### src/rtl/cfg_dma_pkg.sv
package cfg_dma_pkg;

  localparam int DESC_BYTES = 16;
  localparam int WB_BYTES   = 4;

  // control word bit positions (decoded by the host side as well)
  localparam int CB_ERR   = 0;
  localparam int CB_READ  = 1;
  localparam int CB_SKIP  = 2;
  localparam int CB_SEL   = 3;
  localparam int CB_WRITE = 4;

  typedef enum logic [2:0] {
    ST_IDLE,
    ST_FETCH,
    ST_DECODE,
    ST_STEP,
    ST_MWAIT,
    ST_WB
  } dma_state_e;

  typedef enum logic [1:0] {
    OP_NONE,
    OP_READ,
    OP_WRITE,
    OP_SKIP
  } dma_op_e;

endpackage

### src/rtl/cfg_dma_regwin.sv
module cfg_dma_regwin #(
  parameter int          AW  = 64,
  parameter logic [63:0] SIG = 64'h5346_4744_4D41_4321
) (
  input  logic          clk,
  input  logic          rst_n,
  input  logic          wr_i,
  input  logic [2:0]    off_i,
  input  logic [3:0]    size_i,
  input  logic [63:0]   wdata_i,
  input  logic          busy_i,
  output logic [63:0]   rdata_o,
  output logic          start_o,
  output logic [AW-1:0] start_addr_o
);

  localparam int HW = AW / 2;

  logic [HW-1:0] hi_q, hi_d;
  logic          size_ok;
  logic [4:0]    span;
  logic [63:0]   shifted;

  // signature slice: drop leading bytes, then keep the top size bytes
  always_comb begin
    size_ok = (size_i == 4'd1) || (size_i == 4'd2) ||
              (size_i == 4'd4) || (size_i == 4'd8);
    span    = {2'b00, off_i} + {1'b0, size_i};
    shifted = SIG << {off_i, 3'b000};
    if (size_ok && span <= 5'd8)
      rdata_o = shifted >> {4'd8 - size_i, 3'b000};
    else
      rdata_o = '0;
  end

  always_comb begin
    hi_d         = hi_q;
    start_o      = 1'b0;
    start_addr_o = '0;
    if (wr_i && !busy_i) begin
      if (size_i == 4'd4 && off_i == 3'd0) begin
        hi_d = wdata_i[HW-1:0];
      end else if (size_i == 4'd4 && off_i == 3'd4) begin
        start_o      = 1'b1;
        start_addr_o = {hi_q, wdata_i[HW-1:0]};
      end else if (size_i == 4'd8 && off_i == 3'd0) begin
        start_o      = 1'b1;
        start_addr_o = wdata_i[AW-1:0];
      end
    end
    if (start_o) hi_d = '0;
  end

  always_ff @(posedge clk or negedge rst_n) begin
    if (!rst_n) hi_q <= '0;
    else        hi_q <= hi_d;
  end

  p_addr_clear_r2: assert property (@(posedge clk) disable iff (!rst_n)
    start_o |=> (hi_q == '0));

endmodule

### src/rtl/cfg_dma_cursor.sv
module cfg_dma_cursor #(
  parameter int         KW      = 16,
  parameter int         OW      = 32,
  parameter logic [15:0] VER_KEY = 16'h0001,
  parameter logic [7:0] VER_VAL = 8'h03,
  parameter int         VER_LEN = 4
) (
  input  logic          clk,
  input  logic          rst_n,
  input  logic          sel_i,
  input  logic [KW-1:0] sel_key_i,
  input  logic          adv_i,
  output logic [KW-1:0] st_key_o,
  output logic [OW-1:0] st_off_o,
  input  logic          st_valid_i,
  input  logic [OW-1:0] st_len_i,
  input  logic          st_wok_i,
  input  logic [7:0]    st_rdata_i,
  output logic          avail_o,
  output logic          wok_o,
  output logic [7:0]    byte_o
);

  logic [KW-1:0] key_q, key_d;
  logic [OW-1:0] off_q, off_d;
  logic          is_ver;

  always_comb begin
    key_d = key_q;
    off_d = off_q;
    if (sel_i) begin
      key_d = sel_key_i;
      off_d = '0;
    end else if (adv_i) begin
      off_d = off_q + 1'b1;
    end
  end

  always_ff @(posedge clk or negedge rst_n) begin
    if (!rst_n) begin
      key_q <= '0;
      off_q <= '0;
    end else begin
      key_q <= key_d;
      off_q <= off_d;
    end
  end

  // engine-served version item overlays the store for one key
  always_comb begin
    is_ver = (key_q == VER_KEY[KW-1:0]);
    if (is_ver) begin
      avail_o = (off_q < OW'(VER_LEN));
      wok_o   = 1'b0;
      byte_o  = (off_q == '0) ? VER_VAL : 8'h00;
    end else begin
      avail_o = st_valid_i && (off_q < st_len_i);
      wok_o   = st_wok_i;
      byte_o  = st_rdata_i;
    end
  end

  assign st_key_o = key_q;
  assign st_off_o = off_q;

  p_sel_rewind_r4: assert property (@(posedge clk) disable iff (!rst_n)
    sel_i |=> (st_off_o == '0));

endmodule

### src/rtl/cfg_dma_ctrl.sv
module cfg_dma_ctrl
  import cfg_dma_pkg::*;
#(
  parameter int AW = 64,
  parameter int LW = 32,
  parameter int KW = 16
) (
  input  logic          clk,
  input  logic          rst_n,
  input  logic          start_i,
  input  logic [AW-1:0] start_addr_i,
  output logic          busy_o,
  output logic          mem_req_o,
  output logic          mem_we_o,
  output logic [AW-1:0] mem_addr_o,
  output logic [7:0]    mem_wdata_o,
  input  logic [7:0]    mem_rdata_i,
  input  logic          mem_ack_i,
  input  logic          mem_err_i,
  output logic          sel_o,
  output logic [KW-1:0] sel_key_o,
  output logic          adv_o,
  input  logic          avail_i,
  input  logic          wok_i,
  input  logic [7:0]    item_byte_i,
  output logic          it_we_o,
  output logic [7:0]    it_wdata_o
);

  localparam int DW = DESC_BYTES * 8;
  localparam int IW = $clog2(DESC_BYTES);

  dma_state_e    state_q, state_d;
  dma_op_e       op_q, op_d;
  logic [IW-1:0] idx_q, idx_d;
  logic [DW-1:0] desc_q, desc_d;
  logic [AW-1:0] dptr_q, dptr_d;
  logic [LW-1:0] len_q, len_d;
  logic [AW-1:0] tgt_q, tgt_d;
  logic          err_q, err_d;
  logic          mreq_q, mreq_d;
  logic          mwe_q, mwe_d;
  logic [AW-1:0] maddr_q, maddr_d;
  logic [7:0]    mwd_q, mwd_d;
  logic [31:0]   ctl;
  logic          unused_ctl;

  assign ctl        = desc_q[DW-1 -: 32];
  assign unused_ctl = ^{ctl[15:5], ctl[CB_ERR]};

  always_comb begin
    state_d   = state_q;
    op_d      = op_q;
    idx_d     = idx_q;
    desc_d    = desc_q;
    dptr_d    = dptr_q;
    len_d     = len_q;
    tgt_d     = tgt_q;
    err_d     = err_q;
    mreq_d    = mreq_q;
    mwe_d     = mwe_q;
    maddr_d   = maddr_q;
    mwd_d     = mwd_q;
    sel_o     = 1'b0;
    sel_key_o = ctl[31:16];
    adv_o     = 1'b0;
    it_we_o   = 1'b0;
    it_wdata_o = mem_rdata_i;

    case (state_q)
      ST_IDLE: begin
        if (start_i) begin
          dptr_d  = start_addr_i;
          idx_d   = '0;
          err_d   = 1'b0;
          mreq_d  = 1'b1;
          mwe_d   = 1'b0;
          maddr_d = start_addr_i;
          state_d = ST_FETCH;
        end
      end

      ST_FETCH: begin
        if (mem_ack_i) begin
          if (mem_err_i) begin
            err_d   = 1'b1;
            idx_d   = '0;
            mreq_d  = 1'b1;
            mwe_d   = 1'b1;
            maddr_d = dptr_q;
            mwd_d   = 8'h00;
            state_d = ST_WB;
          end else begin
            desc_d = {desc_q[DW-9:0], mem_rdata_i};
            if (idx_q == IW'(DESC_BYTES - 1)) begin
              mreq_d  = 1'b0;
              state_d = ST_DECODE;
            end else begin
              idx_d   = idx_q + 1'b1;
              maddr_d = dptr_q + AW'(idx_q) + 1'b1;
            end
          end
        end
      end

      ST_DECODE: begin
        sel_o = ctl[CB_SEL];
        if (ctl[CB_READ])       op_d = OP_READ;
        else if (ctl[CB_WRITE]) op_d = OP_WRITE;
        else if (ctl[CB_SKIP])  op_d = OP_SKIP;
        else                    op_d = OP_NONE;
        len_d   = (ctl[CB_READ] || ctl[CB_WRITE] || ctl[CB_SKIP]) ?
                  desc_q[DW-33 -: LW] : '0;
        tgt_d   = desc_q[AW-1:0];
        state_d = ST_STEP;
      end

      ST_STEP: begin
        if (len_q == '0 || err_q) begin
          idx_d   = '0;
          mreq_d  = 1'b1;
          mwe_d   = 1'b1;
          maddr_d = dptr_q;
          mwd_d   = 8'h00;
          state_d = ST_WB;
        end else begin
          case (op_q)
            OP_READ: begin
              mreq_d  = 1'b1;
              mwe_d   = 1'b1;
              maddr_d = tgt_q;
              mwd_d   = avail_i ? item_byte_i : 8'h00;
              state_d = ST_MWAIT;
            end
            OP_WRITE: begin
              if (avail_i && wok_i) begin
                mreq_d  = 1'b1;
                mwe_d   = 1'b0;
                maddr_d = tgt_q;
                state_d = ST_MWAIT;
              end else begin
                err_d = 1'b1;
              end
            end
            OP_SKIP: begin
              adv_o = avail_i;
              len_d = len_q - 1'b1;
            end
            default: len_d = '0;
          endcase
        end
      end

      ST_MWAIT: begin
        if (mem_ack_i) begin
          mreq_d  = 1'b0;
          state_d = ST_STEP;
          if (mem_err_i) begin
            err_d = 1'b1;
          end else begin
            len_d = len_q - 1'b1;
            tgt_d = tgt_q + 1'b1;
            if (op_q == OP_WRITE) begin
              adv_o   = 1'b1;
              it_we_o = 1'b1;
            end else begin
              adv_o = avail_i;
            end
          end
        end
      end

      ST_WB: begin
        if (mem_ack_i) begin
          if (mem_err_i || idx_q == IW'(WB_BYTES - 1)) begin
            mreq_d  = 1'b0;
            state_d = ST_IDLE;
          end else begin
            idx_d   = idx_q + 1'b1;
            maddr_d = dptr_q + AW'(idx_q) + 1'b1;
            mwd_d   = (idx_q == IW'(WB_BYTES - 2)) ? {7'd0, err_q} : 8'h00;
          end
        end
      end

      default: state_d = ST_IDLE;
    endcase
  end

  always_ff @(posedge clk or negedge rst_n) begin
    if (!rst_n) begin
      state_q <= ST_IDLE;
      op_q    <= OP_NONE;
      idx_q   <= '0;
      desc_q  <= '0;
      dptr_q  <= '0;
      len_q   <= '0;
      tgt_q   <= '0;
      err_q   <= 1'b0;
      mreq_q  <= 1'b0;
      mwe_q   <= 1'b0;
      maddr_q <= '0;
      mwd_q   <= '0;
    end else begin
      state_q <= state_d;
      op_q    <= op_d;
      idx_q   <= idx_d;
      desc_q  <= desc_d;
      dptr_q  <= dptr_d;
      len_q   <= len_d;
      tgt_q   <= tgt_d;
      err_q   <= err_d;
      mreq_q  <= mreq_d;
      mwe_q   <= mwe_d;
      maddr_q <= maddr_d;
      mwd_q   <= mwd_d;
    end
  end

  assign busy_o      = (state_q != ST_IDLE);
  assign mem_req_o   = mreq_q;
  assign mem_we_o    = mwe_q;
  assign mem_addr_o  = maddr_q;
  assign mem_wdata_o = mwd_q;

  p_req_hold_r12: assert property (@(posedge clk) disable iff (!rst_n)
    (mem_req_o && !mem_ack_i) |=> (mem_req_o && $stable(mem_addr_o)));

  p_idle_quiet_r12: assert property (@(posedge clk) disable iff (!rst_n)
    !busy_o |-> !mem_req_o);

  p_wb_last_r9: assert property (@(posedge clk) disable iff (!rst_n)
    $fell(busy_o) |-> $past(mem_ack_i && mem_we_o));

  p_wr_allowed_r8: assert property (@(posedge clk) disable iff (!rst_n)
    it_we_o |-> wok_i);

endmodule

### src/rtl/cfg_dma_engine.sv
module cfg_dma_engine #(
  parameter int          AW      = 64,
  parameter int          LW      = 32,
  parameter int          KW      = 16,
  parameter logic [63:0] SIG     = 64'h5346_4744_4D41_4321,
  parameter logic [15:0] VER_KEY = 16'h0001,
  parameter logic [7:0]  VER_VAL = 8'h03
) (
  input  logic          clk,
  input  logic          rst_n,
  input  logic          reg_wr,
  input  logic [2:0]    reg_off,
  input  logic [3:0]    reg_size,
  input  logic [63:0]   reg_wdata,
  output logic [63:0]   reg_rdata,
  output logic          busy,
  output logic          mem_req,
  output logic          mem_we,
  output logic [AW-1:0] mem_addr,
  output logic [7:0]    mem_wdata,
  input  logic [7:0]    mem_rdata,
  input  logic          mem_ack,
  input  logic          mem_err,
  output logic [KW-1:0] st_key,
  output logic [LW-1:0] st_off,
  input  logic          st_valid,
  input  logic [LW-1:0] st_len,
  input  logic          st_wok,
  input  logic [7:0]    st_rdata,
  output logic          st_we,
  output logic [7:0]    st_wdata
);

  logic          start;
  logic [AW-1:0] start_addr;
  logic          sel;
  logic [KW-1:0] sel_key;
  logic          adv;
  logic          avail;
  logic          wok;
  logic [7:0]    item_byte;

  cfg_dma_regwin #(.AW(AW), .SIG(SIG)) u_regwin (
    .clk, .rst_n,
    .wr_i(reg_wr), .off_i(reg_off), .size_i(reg_size), .wdata_i(reg_wdata),
    .busy_i(busy), .rdata_o(reg_rdata),
    .start_o(start), .start_addr_o(start_addr)
  );

  cfg_dma_cursor #(.KW(KW), .OW(LW), .VER_KEY(VER_KEY), .VER_VAL(VER_VAL)) u_cursor (
    .clk, .rst_n,
    .sel_i(sel), .sel_key_i(sel_key), .adv_i(adv),
    .st_key_o(st_key), .st_off_o(st_off),
    .st_valid_i(st_valid), .st_len_i(st_len), .st_wok_i(st_wok),
    .st_rdata_i(st_rdata),
    .avail_o(avail), .wok_o(wok), .byte_o(item_byte)
  );

  cfg_dma_ctrl #(.AW(AW), .LW(LW), .KW(KW)) u_ctrl (
    .clk, .rst_n,
    .start_i(start), .start_addr_i(start_addr), .busy_o(busy),
    .mem_req_o(mem_req), .mem_we_o(mem_we), .mem_addr_o(mem_addr),
    .mem_wdata_o(mem_wdata), .mem_rdata_i(mem_rdata),
    .mem_ack_i(mem_ack), .mem_err_i(mem_err),
    .sel_o(sel), .sel_key_o(sel_key), .adv_o(adv),
    .avail_i(avail), .wok_i(wok), .item_byte_i(item_byte),
    .it_we_o(st_we), .it_wdata_o(st_wdata)
  );

endmodule

### config.mk
export PLATFORM = sky130hd
export DESIGN_NAME = cfg_dma_engine
export DESIGN_NICKNAME = d
export VERILOG_FILES = /design/src/rtl/cfg_dma_pkg.sv /design/src/rtl/cfg_dma_regwin.sv /design/src/rtl/cfg_dma_cursor.sv /design/src/rtl/cfg_dma_ctrl.sv /design/src/rtl/cfg_dma_engine.sv
export SDC_FILE = /design/constraint.sdc
export NUM_CORES = 1
export LEC_CHECK = 0
export ABC_CLOCK_PERIOD_IN_PS = 8540
export BUFFER_PORTS_ARGS = -buffer_cell sky130_fd_sc_hd__buf_2
export CAP_MARGIN = 30
export CORE_AREA = 2 2 218 220
export DETAILED_ROUTE_END_ITERATION = 6
export DIE_AREA = 0 0 220 222
export HOLD_SLACK_MARGIN = 0.15
export MAX_ROUTING_LAYER = met4
export PLACE_DENSITY_LB_ADDON = 0.15
export SLEW_MARGIN = 15
export SYNTH_ARGS = -nofsm -noshare
export SYNTH_HDL_FRONTEND = slang
export SYNTH_SLANG_ARGS = --single-unit
export TNS_END_PERCENT = 1
### constraint.sdc
create_clock -name clk -period 8.54 [get_ports clk]
set_clock_uncertainty 0.2 [all_clocks]
set_input_delay 0.854 -clock clk [delete_from_list [all_inputs] [get_ports clk]]
set_output_delay 0.854 -clock clk [all_outputs]
set_load 0.05 [all_outputs]
==> results.toml <==
[setup_path]
cp.required_ns = 7.49
crit_type = "input pin to primary output"
cp-end-kind = "primary output"
critPathArrivalTime_ns = 4.39
crit_path_max_fanout = 31
startpoint_type = "input pin"

[die]
initial_core_util_pct = 54.84
core_um2 = 46260
io_pins = 322
die_h_um = 222
die_width_um = 220
rows = 79
die_area_um2 = 48840

[worst_hold_path]
hold_class = "input pin to asynchronous set/reset pin"

[timing]
rsz0062_at_grt = "false"
tns_ns = 0
layout_min_cycle_time_ns = 5.439
setup_viol = 0
worst_pin_slew_ns = 0.9774
hold_viol_final = 0
slew_headroom_pct = 34.84
max_freq_mhz = 183.9
period_share_pct = 63.69
final_max_slew_viol_count = 0
holdWs_ns = 0.1395

[power]
peakVddDrop_uv = 250.2
p_leak_nw = 13.84
p_per_area_nw_per_um2 = 288.0

[synth]
synth_top_area_share_pct = 44.59
async_flop_share_pct = 100.0
synth_flop_cell = "dfrtp_1"
synth_top_area_cell = "dfrtp_1"
synth_edf_count = 0
syn_area_um2 = 25370
ys_ff_latch = 452
yosysSeqAreaShare_pct = 44.59
netlist_instances = 2934
ys_top_cells_by_area = "dfrtp_1, nand2_1, mux2_2"
syn_avg_cell_area_um2 = 8.646
ys_warn_count = 0
post_synth_num_cell_types = 89

[finish]
layout.nets = 3323
area_delta_synth_final_pct = 14.13
drive_above_1_share_pct = 18.90

[clocking]
cts_tree = "yes"
clk_pin_slew_ns = 0.06
post_cts_buffers = 0
ctsHoldBuffers = 0
clkSinkCount = 452
clockBufferDepth = 3
root_buffer = "clkbuf_16"
cts_made_buffers = 49
htreeDepth = 2
ctsResizeCount = 0
clock_latency_ns = 0.60

[routing]
avgRoutedWirePerCell_um = 22.47
drtPass1Iterations = 7
num_vias = 24080
ant_nets = 0
drc = 3
first_iter_violations = 2789
via_per_inst = 6.340
drt-total-wl_um = 85330

[grt]
grt_pass1_vias = 22010
grt-ovfl-total = 0
grt_use_total_pct = 35.04
grt_pass1_wl_um = 129300
grt_max_degree = 151
grt_antenna_before_repair = 11

[place]
dpl.hpwl_um = 61980
io_buffers = 313
gp_congestion = 0.9766

[run]
drv_cap = 0

[outcome]
outcome = "finished, violations left"
violations = "DRC"
-- path summary, 6_finish.rpt --
path / startpoint / to / slack [ns] / cells after the start
setup / recovery: reg_off[1] / reg_rdata[56] / 3.10 / 10
hold / removal: rst_n / u_regwin.hi_q[15] / 0.14 / 1
setup reg to reg: u_cursor.st_off_o[29] / u_ctrl.mem_addr_o[61] / 4.27 / 10
hold reg to reg: u_ctrl.desc_q[126] / u_cursor.st_key_o[14] / 0.26 / 2
max in group asynchronous: rst_n / u_ctrl.desc_q[109] / 6.58 / 2
min in group clk: u_ctrl.desc_q[126] / u_cursor.st_key_o[14] / 0.26 / 2
-- layout by cell type (no fill, tap or decap), types with 11 or more instances in the layout --
cell type	instances
clkinv_2	11
and3_1	44
a211oi_1	15
or3_1	11
buf_4	33
o21ai_0	263
ha_1	51
nand2b_1	24
nand2_1	505
a21o_1	56
nor2_1	204
nand4_1	54
a31oi_1	25
o31ai_1	15
a221oi_1	24
and2_1	20
diode_2	11
a32oi_1	16
o21ai_1	20
nor4_1	27
xor2_1	15
inv_1	74
nor3_1	64
clkbuf_16	50
xnor2_1	19
dfrtp_1	452
nand3_1	122
clkbuf_8	12
mux2i_1	13
mux2_2	135
a22oi_1	16
o22ai_1	33
and4_1	13
buf_2	312
a21oi_1	254
-- area by class of cell --
| cell class | count | area [um^2] |
|---|---|---|
| Fill cell | 4004 | 17310 |
| Multi-Input combinational cell | 2215 | 13040 |
| Sequential cell | 452 | 11310 |
| Timing Repair Buffer | 350 | 1914 |
| Clock buffer | 69 | 1443 |
| Tap cell | 607 | 759.5 |
| Inverter | 76 | 285.3 |
| Clock inverter | 18 | 175.2 |
| Antenna cell | 11 | 27.53 |
-- critical path: stages --
cell and delay, ns:
buf_2 0.46, inv_1 0.38, fa_1 0.54, xor2_1 0.15, nand3b_1 0.09, nand2_1 0.17
nand3_1 0.55, or2_2 0.65, nor3_1 0.22, buf_2 0.30
-- state kept, by name (all words and copies together) (netlist names) --
signal and flops:
u_ctrl.op_q 2, u_ctrl.mem_wdata_o 8, u_ctrl.len_q 32, u_regwin.hi_q 32
u_ctrl.idx_q 4, u_ctrl.mem_req_o 1, u_ctrl.mem_addr_o 64, u_ctrl.err_q 1
u_ctrl.state_q 3, u_cursor.st_off_o 32, u_ctrl.tgt_q 64, u_ctrl.desc_q 128
u_cursor.st_key_o 16, u_ctrl.mem_we_o 1, u_ctrl.dptr_q 64
-- cell usage after synthesis, drive strengths merged (13+ instances only) --
| library cell | count |
|---|---|
| o31ai | 15 |
| ha | 51 |
| and4 | 13 |
| and3 | 44 |
| mux2 | 138 |
| inv | 74 |
| dfrtp | 452 |
| xnor2 | 19 |
| a32oi | 16 |
| a31oi | 27 |
| nand4 | 55 |
| nand3 | 122 |
| xor2 | 15 |
| a21o | 56 |
| and2 | 20 |
| a211oi | 16 |
| nor4 | 32 |
| a22oi | 16 |
| a221oi | 24 |
| buf | 40 |
| o22ai | 33 |
| nand2b | 25 |
| nor3 | 70 |
| clkbuf | 158 |
| o21ai | 283 |
| nand2 | 507 |
| mux2i | 13 |
| a21oi | 256 |
| nor2 | 206 |
-- power by group --
group | switching (W) | total (W) | internal [W]
registers | 0.000740 | 0.00337 | 0.00263
logic | 0.00188 | 0.00284 | 0.000952
clock network | 0.000892 | 0.00213 | 0.00124
-- logic make-up (layout without fill, tap and decap cells) --
group	Yosys count	after routing	share of synthesized area, %
other	1	19	0.01478
flip-flops	452	452	44.59
XOR/XNOR	34	34	1.174
multiplexers	151	151	6.639
AO/OA/AOI/OAI	831	831	19.79
AND/OR/NAND/NOR	1138	1138	20.68
buffers and inverters	274	513	4.434
adder cells (fa/ha/maj)	53	53	2.673
-- metrics by stage --
step	total power (W)	cell area, um^2	instances	utilization (%)	setup WS, ns
2_1_floorplan	0.005158	25390	2941	-	2.599
3_3_place_gp	0.006048	27230	3697	58.86	3.199
3_5_place_dp	0.006138	27240	3697	58.88	3.186
4_1_cts	0.008277	28850	3784	62.37	3.176
5_1_grt	0.008764	28950	3798	62.59	2.845
6_report	0.008339	28950	3798	62.59	3.101
-- routing by layer --
layer  track usage, %  vias to the layer above  wire length [um]
met5                -                        -                 0
met2            48.74                     1221             36610
met4            10.37                        0              2214
met1            50.76                    11770             37300
li1                 -                    10950                 -
met3            8.230                      139              9213
(Power assumes the default switching activity.)
